File: src/rtl/evt_irq_pkg.sv
package evt_irq_pkg;
  localparam int DEF_WORD_W    = 32;
  localparam int DEF_NUM_WORDS = 3;
  localparam int DEF_NUM_LINES = 3;

  // Register groups addressed by the upper address field.
  typedef enum logic [1:0] {
    GRP_PEND   = 2'd0,
    GRP_MASK_A = 2'd1,
    GRP_MASK_B = 2'd2,
    GRP_MASK_C = 2'd3
  } grp_e;
endpackage

File: src/rtl/evt_irq_decode.sv
module evt_irq_decode #(
  parameter int WORD_W    = 32,
  parameter int NUM_WORDS = 3,
  parameter int SEL_W     = 2,
  parameter int BIT_W     = 5
) (
  input  logic                        clk,
  input  logic                        rst,
  input  logic                        evt_valid,
  input  logic [SEL_W+BIT_W-1:0]      evt_code,
  output logic [NUM_WORDS*WORD_W-1:0] set_vec
);
  logic [SEL_W-1:0] sel;
  logic [BIT_W-1:0] bpos;

  assign sel  = evt_code[SEL_W+BIT_W-1:BIT_W];
  assign bpos = evt_code[BIT_W-1:0];

  // Out-of-range word selects match no slot, so those codes are dropped.
  always_comb begin
    for (int w = 0; w < NUM_WORDS; w++) begin
      for (int b = 0; b < WORD_W; b++) begin
        set_vec[w*WORD_W+b] = evt_valid && (sel == SEL_W'(w)) && (bpos == BIT_W'(b));
      end
    end
  end

  p_single_set_r2: assert property (@(posedge clk) disable iff (rst)
    $onehot0(set_vec));

  p_valid_sets_one_r2: assert property (@(posedge clk) disable iff (rst)
    (evt_valid && ({1'b0, sel} < (SEL_W+1)'(NUM_WORDS))) |-> ($countones(set_vec) == 1));

  p_bad_code_dropped_r3: assert property (@(posedge clk) disable iff (rst)
    (!evt_valid || ({1'b0, sel} >= (SEL_W+1)'(NUM_WORDS))) |-> (set_vec == '0));
endmodule

File: src/rtl/evt_irq_pending.sv
module evt_irq_pending #(
  parameter int WORD_W    = 32,
  parameter int NUM_WORDS = 3
) (
  input  logic                        clk,
  input  logic                        rst,
  input  logic [NUM_WORDS*WORD_W-1:0] set_vec,
  input  logic [NUM_WORDS*WORD_W-1:0] clr_vec,
  output logic [NUM_WORDS*WORD_W-1:0] pend_q,
  output logic [NUM_WORDS*WORD_W-1:0] pend_nxt
);
  // Set has priority over a same-cycle clear.
  assign pend_nxt = (pend_q & ~clr_vec) | set_vec;

  always_ff @(posedge clk) begin
    if (rst) pend_q <= '0;
    else     pend_q <= pend_nxt;
  end

  p_event_sets_r2: assert property (@(posedge clk) disable iff (rst)
    (set_vec != '0) |=> ((pend_q & $past(set_vec)) == $past(set_vec)));

  p_sticky_r2: assert property (@(posedge clk) disable iff (rst)
    1'b1 |=> ((pend_q & ($past(pend_q) & ~$past(clr_vec))) == ($past(pend_q) & ~$past(clr_vec))));

  p_w1c_r4: assert property (@(posedge clk) disable iff (rst)
    (clr_vec != '0) |=> ((pend_q & $past(clr_vec & ~set_vec)) == '0));

  p_set_wins_r5: assert property (@(posedge clk) disable iff (rst)
    ((set_vec & clr_vec) != '0) |=> ((pend_q & $past(set_vec & clr_vec)) != '0));
endmodule

File: src/rtl/evt_irq_mask.sv
module evt_irq_mask #(
  parameter int WORD_W    = 32,
  parameter int NUM_WORDS = 3,
  parameter int IDX_W     = 2
) (
  input  logic                        clk,
  input  logic                        rst,
  input  logic                        wr_en,
  input  logic [IDX_W-1:0]            wr_idx,
  input  logic [WORD_W-1:0]           wr_data,
  output logic [NUM_WORDS*WORD_W-1:0] mask_q,
  output logic [NUM_WORDS*WORD_W-1:0] mask_nxt
);
  for (genvar w = 0; w < NUM_WORDS; w++) begin : g_word
    logic hit;
    assign hit = wr_en && (wr_idx == IDX_W'(w));
    assign mask_nxt[w*WORD_W +: WORD_W] = hit ? wr_data : mask_q[w*WORD_W +: WORD_W];

    always_ff @(posedge clk) begin
      if (rst)      mask_q[w*WORD_W +: WORD_W] <= '0;
      else if (hit) mask_q[w*WORD_W +: WORD_W] <= wr_data;
    end
  end

  p_mask_store_r6: assert property (@(posedge clk) disable iff (rst)
    (wr_en && (wr_idx == '0)) |=> (mask_q[WORD_W-1:0] == $past(wr_data)));

  p_mask_hold_r6: assert property (@(posedge clk) disable iff (rst)
    !wr_en |=> $stable(mask_q));
endmodule

File: src/rtl/evt_irq_agg.sv
module evt_irq_agg
  import evt_irq_pkg::*;
#(
  parameter int WORD_W    = DEF_WORD_W,
  parameter int NUM_WORDS = DEF_NUM_WORDS,
  parameter int NUM_LINES = DEF_NUM_LINES
) (
  input  logic                                  clk,
  input  logic                                  rst,
  input  logic                                  evt_valid,
  input  logic [1+$clog2(WORD_W):0]             evt_code,
  input  logic                                  bus_valid,
  input  logic                                  bus_write,
  input  logic [$clog2(NUM_LINES+1)+$clog2(NUM_WORDS)-1:0] bus_addr,
  input  logic [WORD_W-1:0]                     bus_wdata,
  output logic [WORD_W-1:0]                     bus_rdata,
  output logic [NUM_LINES-1:0]                  irq_out
);
  localparam int BIT_W  = $clog2(WORD_W);
  localparam int SEL_W  = 2;
  localparam int GRP_W  = $clog2(NUM_LINES+1);
  localparam int IDX_W  = $clog2(NUM_WORDS);
  localparam int ADDR_W = GRP_W + IDX_W;
  localparam int VEC_W  = NUM_WORDS*WORD_W;

  logic [GRP_W-1:0] grp;
  logic [IDX_W-1:0] idx;
  logic             wr, rd;

  assign grp = bus_addr[ADDR_W-1:IDX_W];
  assign idx = bus_addr[IDX_W-1:0];
  assign wr  = bus_valid && bus_write;
  assign rd  = bus_valid && !bus_write;

  logic [VEC_W-1:0] set_vec, clr_vec, pend_q, pend_nxt;
  logic [VEC_W-1:0] mask_q   [NUM_LINES];
  logic [VEC_W-1:0] mask_nxt [NUM_LINES];
  logic [NUM_LINES-1:0] irq_nxt;
  logic [WORD_W-1:0] rd_mux;

  evt_irq_decode #(.WORD_W(WORD_W), .NUM_WORDS(NUM_WORDS), .SEL_W(SEL_W), .BIT_W(BIT_W)) u_decode (
    .clk(clk), .rst(rst), .evt_valid(evt_valid), .evt_code(evt_code), .set_vec(set_vec));

  // Write-one-to-clear strobe toward the addressed pending word only.
  for (genvar w = 0; w < NUM_WORDS; w++) begin : g_clr
    assign clr_vec[w*WORD_W +: WORD_W] =
      (wr && (grp == GRP_W'(GRP_PEND)) && (idx == IDX_W'(w))) ? bus_wdata : '0;
  end

  evt_irq_pending #(.WORD_W(WORD_W), .NUM_WORDS(NUM_WORDS)) u_pending (
    .clk(clk), .rst(rst), .set_vec(set_vec), .clr_vec(clr_vec),
    .pend_q(pend_q), .pend_nxt(pend_nxt));

  for (genvar l = 0; l < NUM_LINES; l++) begin : g_line
    evt_irq_mask #(.WORD_W(WORD_W), .NUM_WORDS(NUM_WORDS), .IDX_W(IDX_W)) u_mask (
      .clk(clk), .rst(rst),
      .wr_en(wr && (grp == GRP_W'(l+1))), .wr_idx(idx), .wr_data(bus_wdata),
      .mask_q(mask_q[l]), .mask_nxt(mask_nxt[l]));

    // Next-state evaluation keeps the line one register from its cause.
    assign irq_nxt[l] = |(pend_nxt & mask_nxt[l]);

    p_line_level_r7: assert property (@(posedge clk) disable iff (rst)
      irq_out[l] == |(pend_q & mask_q[l]));
  end

  always_ff @(posedge clk) begin
    if (rst) irq_out <= '0;
    else     irq_out <= irq_nxt;
  end

  always_comb begin
    rd_mux = '0;
    for (int w = 0; w < NUM_WORDS; w++) begin
      if (idx == IDX_W'(w)) begin
        if (grp == GRP_W'(GRP_PEND)) rd_mux = pend_q[w*WORD_W +: WORD_W];
        for (int l = 0; l < NUM_LINES; l++) begin
          if (grp == GRP_W'(l+1)) rd_mux = mask_q[l][w*WORD_W +: WORD_W];
        end
      end
    end
  end

  always_ff @(posedge clk) begin
    if (rst)     bus_rdata <= '0;
    else if (rd) bus_rdata <= rd_mux;
  end

  p_read_pend0_r9: assert property (@(posedge clk) disable iff (rst)
    (rd && (grp == '0) && (idx == '0)) |=> (bus_rdata == $past(pend_q[WORD_W-1:0])));

  p_rdata_hold_r9: assert property (@(posedge clk) disable iff (rst)
    !rd |=> $stable(bus_rdata));

  if (NUM_WORDS < (1 << IDX_W)) begin : g_hole
    p_unmapped_zero_r8: assert property (@(posedge clk) disable iff (rst)
      (rd && (idx == IDX_W'((1 << IDX_W) - 1))) |=> (bus_rdata == '0));
  end
endmodule

File: config.mk
export PLATFORM = sky130hd
export DESIGN_NAME = evt_irq_agg
export DESIGN_NICKNAME = d
export VERILOG_FILES = /design/src/rtl/evt_irq_pkg.sv /design/src/rtl/evt_irq_decode.sv /design/src/rtl/evt_irq_pending.sv /design/src/rtl/evt_irq_mask.sv /design/src/rtl/evt_irq_agg.sv
export SDC_FILE = /design/constraint.sdc
export NUM_CORES = 1
export LEC_CHECK = 0
export CORE_MARGIN = 3
export CORE_UTILIZATION = 25
export CTS_BUF_LIST = sky130_fd_sc_hd__clkbuf_16
export DETAILED_ROUTE_END_ITERATION = 16
export MAX_ROUTING_LAYER = met4
export PLACE_DENSITY_LB_ADDON = 0.12
export SETUP_SLACK_MARGIN = 0.3
export SYNTH_ARGS = -nofsm -noshare
export SYNTH_HDL_FRONTEND = slang
export SYNTH_HIERARCHICAL = 1
export SYNTH_SLANG_ARGS = --single-unit
File: constraint.sdc
create_clock -name clk -period 4.5 [get_ports clk]
set_input_delay 0.9 -clock clk [delete_from_list [all_inputs] [get_ports clk]]
set_output_delay 0.9 -clock clk [all_outputs]
set_load 0.01 [all_outputs]
==> results.tsv <==
stage	metric	value	unit
cells_and_area	Final nets	3011	
power	Leakage	0.0136	uW
critical_path	r2r setup slk	2.21	ns
sta	Final Hold Viols	0	
cells_and_area	Reg area	0.00839	mm2
logic_synthesis	Seq cells post-synth	419	
floorplan	io pins	83	
critical_path	Req. time, crit path	5.04	ns
power	PwrDens	291	mW/mm2
routing	Antenna Violating Nets Remaining	0	
critical_path	CP Max Fanout	21	
routing	first drt pass iteration count	7	
cells_and_area	Area growth, synth to finish	21.1	%
logic_synthesis	ys async rst share	0	%
sta	Fmax	0.253	GHz
routing	# DRC	0	
placed_design	hpwl dp	112	mm
logic_synthesis	post-synthesis instance total	2764	
floorplan	core area	0.105	mm2
logic_synthesis	average cell area after synthesis	9.63	um2
floorplan	Starting Density	25.3	%
cells_and_area	commonest non-fill, non-tap cell in the layout	nand2b_1	
clocking	CTS buffer count	55	
sta	RSZ-0062 raised after global routing	false	
logic_synthesis	syn_nets	2812	
cells_and_area	Final Non-Filler Cells	4400	
placed_design	Final Wtd Congestion	0.987	
grt	GRT Total Usage	27.0	%
outcome	outcome	finished clean	
logic_synthesis	Yosys Warn Count	6	
routing	DR WL/cell	33.9	um
logic_synthesis	Cell variety after synth	58	
clocking	Clock Path Buffers	3	
floorplan	Core Rows	119	
logic_synthesis	number of flops mapped to enable cells by yosys	0	
clocking	H-tree levels	2	
job	max cap viols	0	
critical_path	CP Capture Type	register	
routing	final wirelength	149	mm
hold_path	Hold Path Class	register to register	
critical_path	Worst setup SP type	input port	
clocking	CTS tree	yes	
sta	slew of the pin with the lowest slew margin	0.977	ns
logic_synthesis	Mapped Area	0.0266	mm2
cells_and_area	fillers	11100	
clocking	Post-CTS Setup Bufs	0	
sta	final cycle utilization of the critical path	88.0	%
clocking	root buffer cell	clkbuf_16	
grt	initial antenna violation count	9	
sta	Max-slew headroom	34.9	%
power	Max IR drop VDD	0.234	mV
grt	number of global-route vias before repair	22700	
grt	largest net degree at the start of global routing	119	
sta	min Tclk post-route	3.96	ns
sta	Hold Slack	0.491	ns
critical_path	Worst Path Arrival	4.50	ns
clocking	Worst-path clk slew	0.06	ns
floorplan	Die H	332	um
critical_path	critical path type	input port to register	
sta	final setup vio count	0	
placed_design	DP Cell Count	4297	
routing	Iter 0 DRT Violations	2518	
clocking	worst skew pair latency	0.66	ns
clocking	# clock sinks	419	
grt	first-pass GRT wire length	203	mm
sta	Worst Skew	0.0206	ns
routing	drt via density	5.27	
logic_synthesis	Top FF cell, synth	dfxtp_1	
floorplan	die area	0.110	mm2
logic_synthesis	register area share after synthesis	31.5	%
grt	Congestion Overflow GR	0	
cells_and_area	multi-input logic area	0.0167	mm2
routing	vias	23200	
floorplan	Die Width	332	um
sta	number of max-slew violations in the final report	0	
cells_and_area	most frequent cells in the layout	nand2b_1 (484), dfxtp_1 (419), mux2i_1 (307), buf_4 (230), mux2_2 (199)	
cells_and_area	proportion of layout cells with a drive suffix above 1	25.6	%
placed_design	IO Port Bufs	82	
power	total power	9390	uW
==> what timing repair did <==
action                                  4_1_cts  5_1_grt
endpoints found under the setup margin        0        1
hold buffers                                  0        0
gates resized for setup                       0        1
==> cells in the mapped netlist, types with 5 or more instances <==
cell,count,area [um2]
a211oi_1,32,240
a21o_1,6,45.0
a21oi_1,87,435
a21oi_2,40,350
a221oi_1,14,123
a222oi_1,6,60.1
a22o_1,17,149
a22oi_1,129,968
and2_1,96,601
buf_1,5,18.8
buf_12,9,180
buf_2,78,390
buf_4,15,113
buf_6,18,203
clkbuf_1,73,274
dfxtp_1,419,8390
inv_1,97,364
mux2_2,199,2240
mux2_4,93,1400
mux2i_1,307,3070
mux4_2,68,1530
nand2_1,155,582
nand2b_1,485,3030
nand3_1,11,55.1
nand3b_1,12,90.1
nand4_1,28,175
nand4b_1,7,61.3
nand4bb_1,13,146
nor2_1,117,439
nor2b_1,9,56.3
nor3_1,38,190
nor4_1,15,93.8
o21ai_0,5,25.0
o21ai_1,9,45.0
o31a_1,6,52.6
or4b_1,5,50.1
==> through the flow <==
| step | setup TNS [ns] | utilization (%) | area (um2) | setup slack (ns) |
|---|---|---|---|---|
| 2_1_floorplan | 0 | - | 26600 | 0.898 |
| 3_3_place_gp | -0.530 | 28.8 | 30400 | -0.328 |
| 3_5_place_dp | -0.410 | 28.8 | 30400 | -0.327 |
| 4_1_cts | 0 | 30.6 | 32200 | 0.377 |
| 5_1_grt | 0 | 30.6 | 32200 | 0.473 |
| 6_report | 0 | 30.6 | 32200 | 0.541 |
==> layer usage <==
metal	track usage [%]	wire (um)	vias up
met4	6.84	4050	0
li1	-	-	10200
met3	3.29	7850	149
met5	-	0	-
met1	36.6	68400	12000
met2	42.8	68800	853
==> report_power, final <==
part           internal, uW  switching (uW)  leakage [uW]
Clock                  2730            1910      0.000937
Combinational           349             608       0.00924
Sequential             3750            35.7       0.00338
==> critical path, stage by stage <==
cell and delay, ns:
clkdlybuf4s50_1 0.56, nand2_1 0.23, nor3_1 0.31, or3b_4 0.60
buf_12 0.27, mux2_4 0.32, a22oi_2 0.36, nand4_1 0.34
nor4_1 0.36, buf_4 0.15, a31oi_1 0.07
==> final cells by class <==
type / count / area share, %
Inverter: 98 / 1.14
Antenna cell: 4 / 0.0311
Multi-Input combinational cell: 2046 / 51.8
Tap cell: 1391 / 5.40
Clock inverter: 42 / 1.25
Clock buffer: 57 / 4.42
Sequential cell: 419 / 26.0
Timing Repair Buffer: 343 / 9.89
==> sequential cells by signal, indices dropped and copies added, names as in the netlist <==
name                  flops
u_pending/pend_q         96
irq_out                   3
bus_rdata                32
g_line.u_mask/mask_q    288
==> path summary, 6_finish.rpt <==
check | startpoint | depth (start not counted) | endpoint
min reg2reg | bus_rdata[25]$_SDFFE_PP0P_ | 2 | bus_rdata[25]$_SDFFE_PP0P_
max reg2reg | g_line[2].u_mask/mask_q[13]$_SDFF_PP0_ | 6 | irq_out[2]$_SDFF_PP0_
max | bus_write | 11 | irq_out[1]$_SDFF_PP0_
min | bus_rdata[25]$_SDFFE_PP0P_ | 2 | bus_rdata[25]$_SDFFE_PP0P_
==> cell families after synthesis <==
group | count (synthesis) | synth area share [%]
simple gates | 1011 | 21.7
compound gates | 368 | 9.87
mux | 667 | 31.0
buf+inv | 299 | 5.98
flops | 419 | 31.5
(Power assumes the default switching activity.)
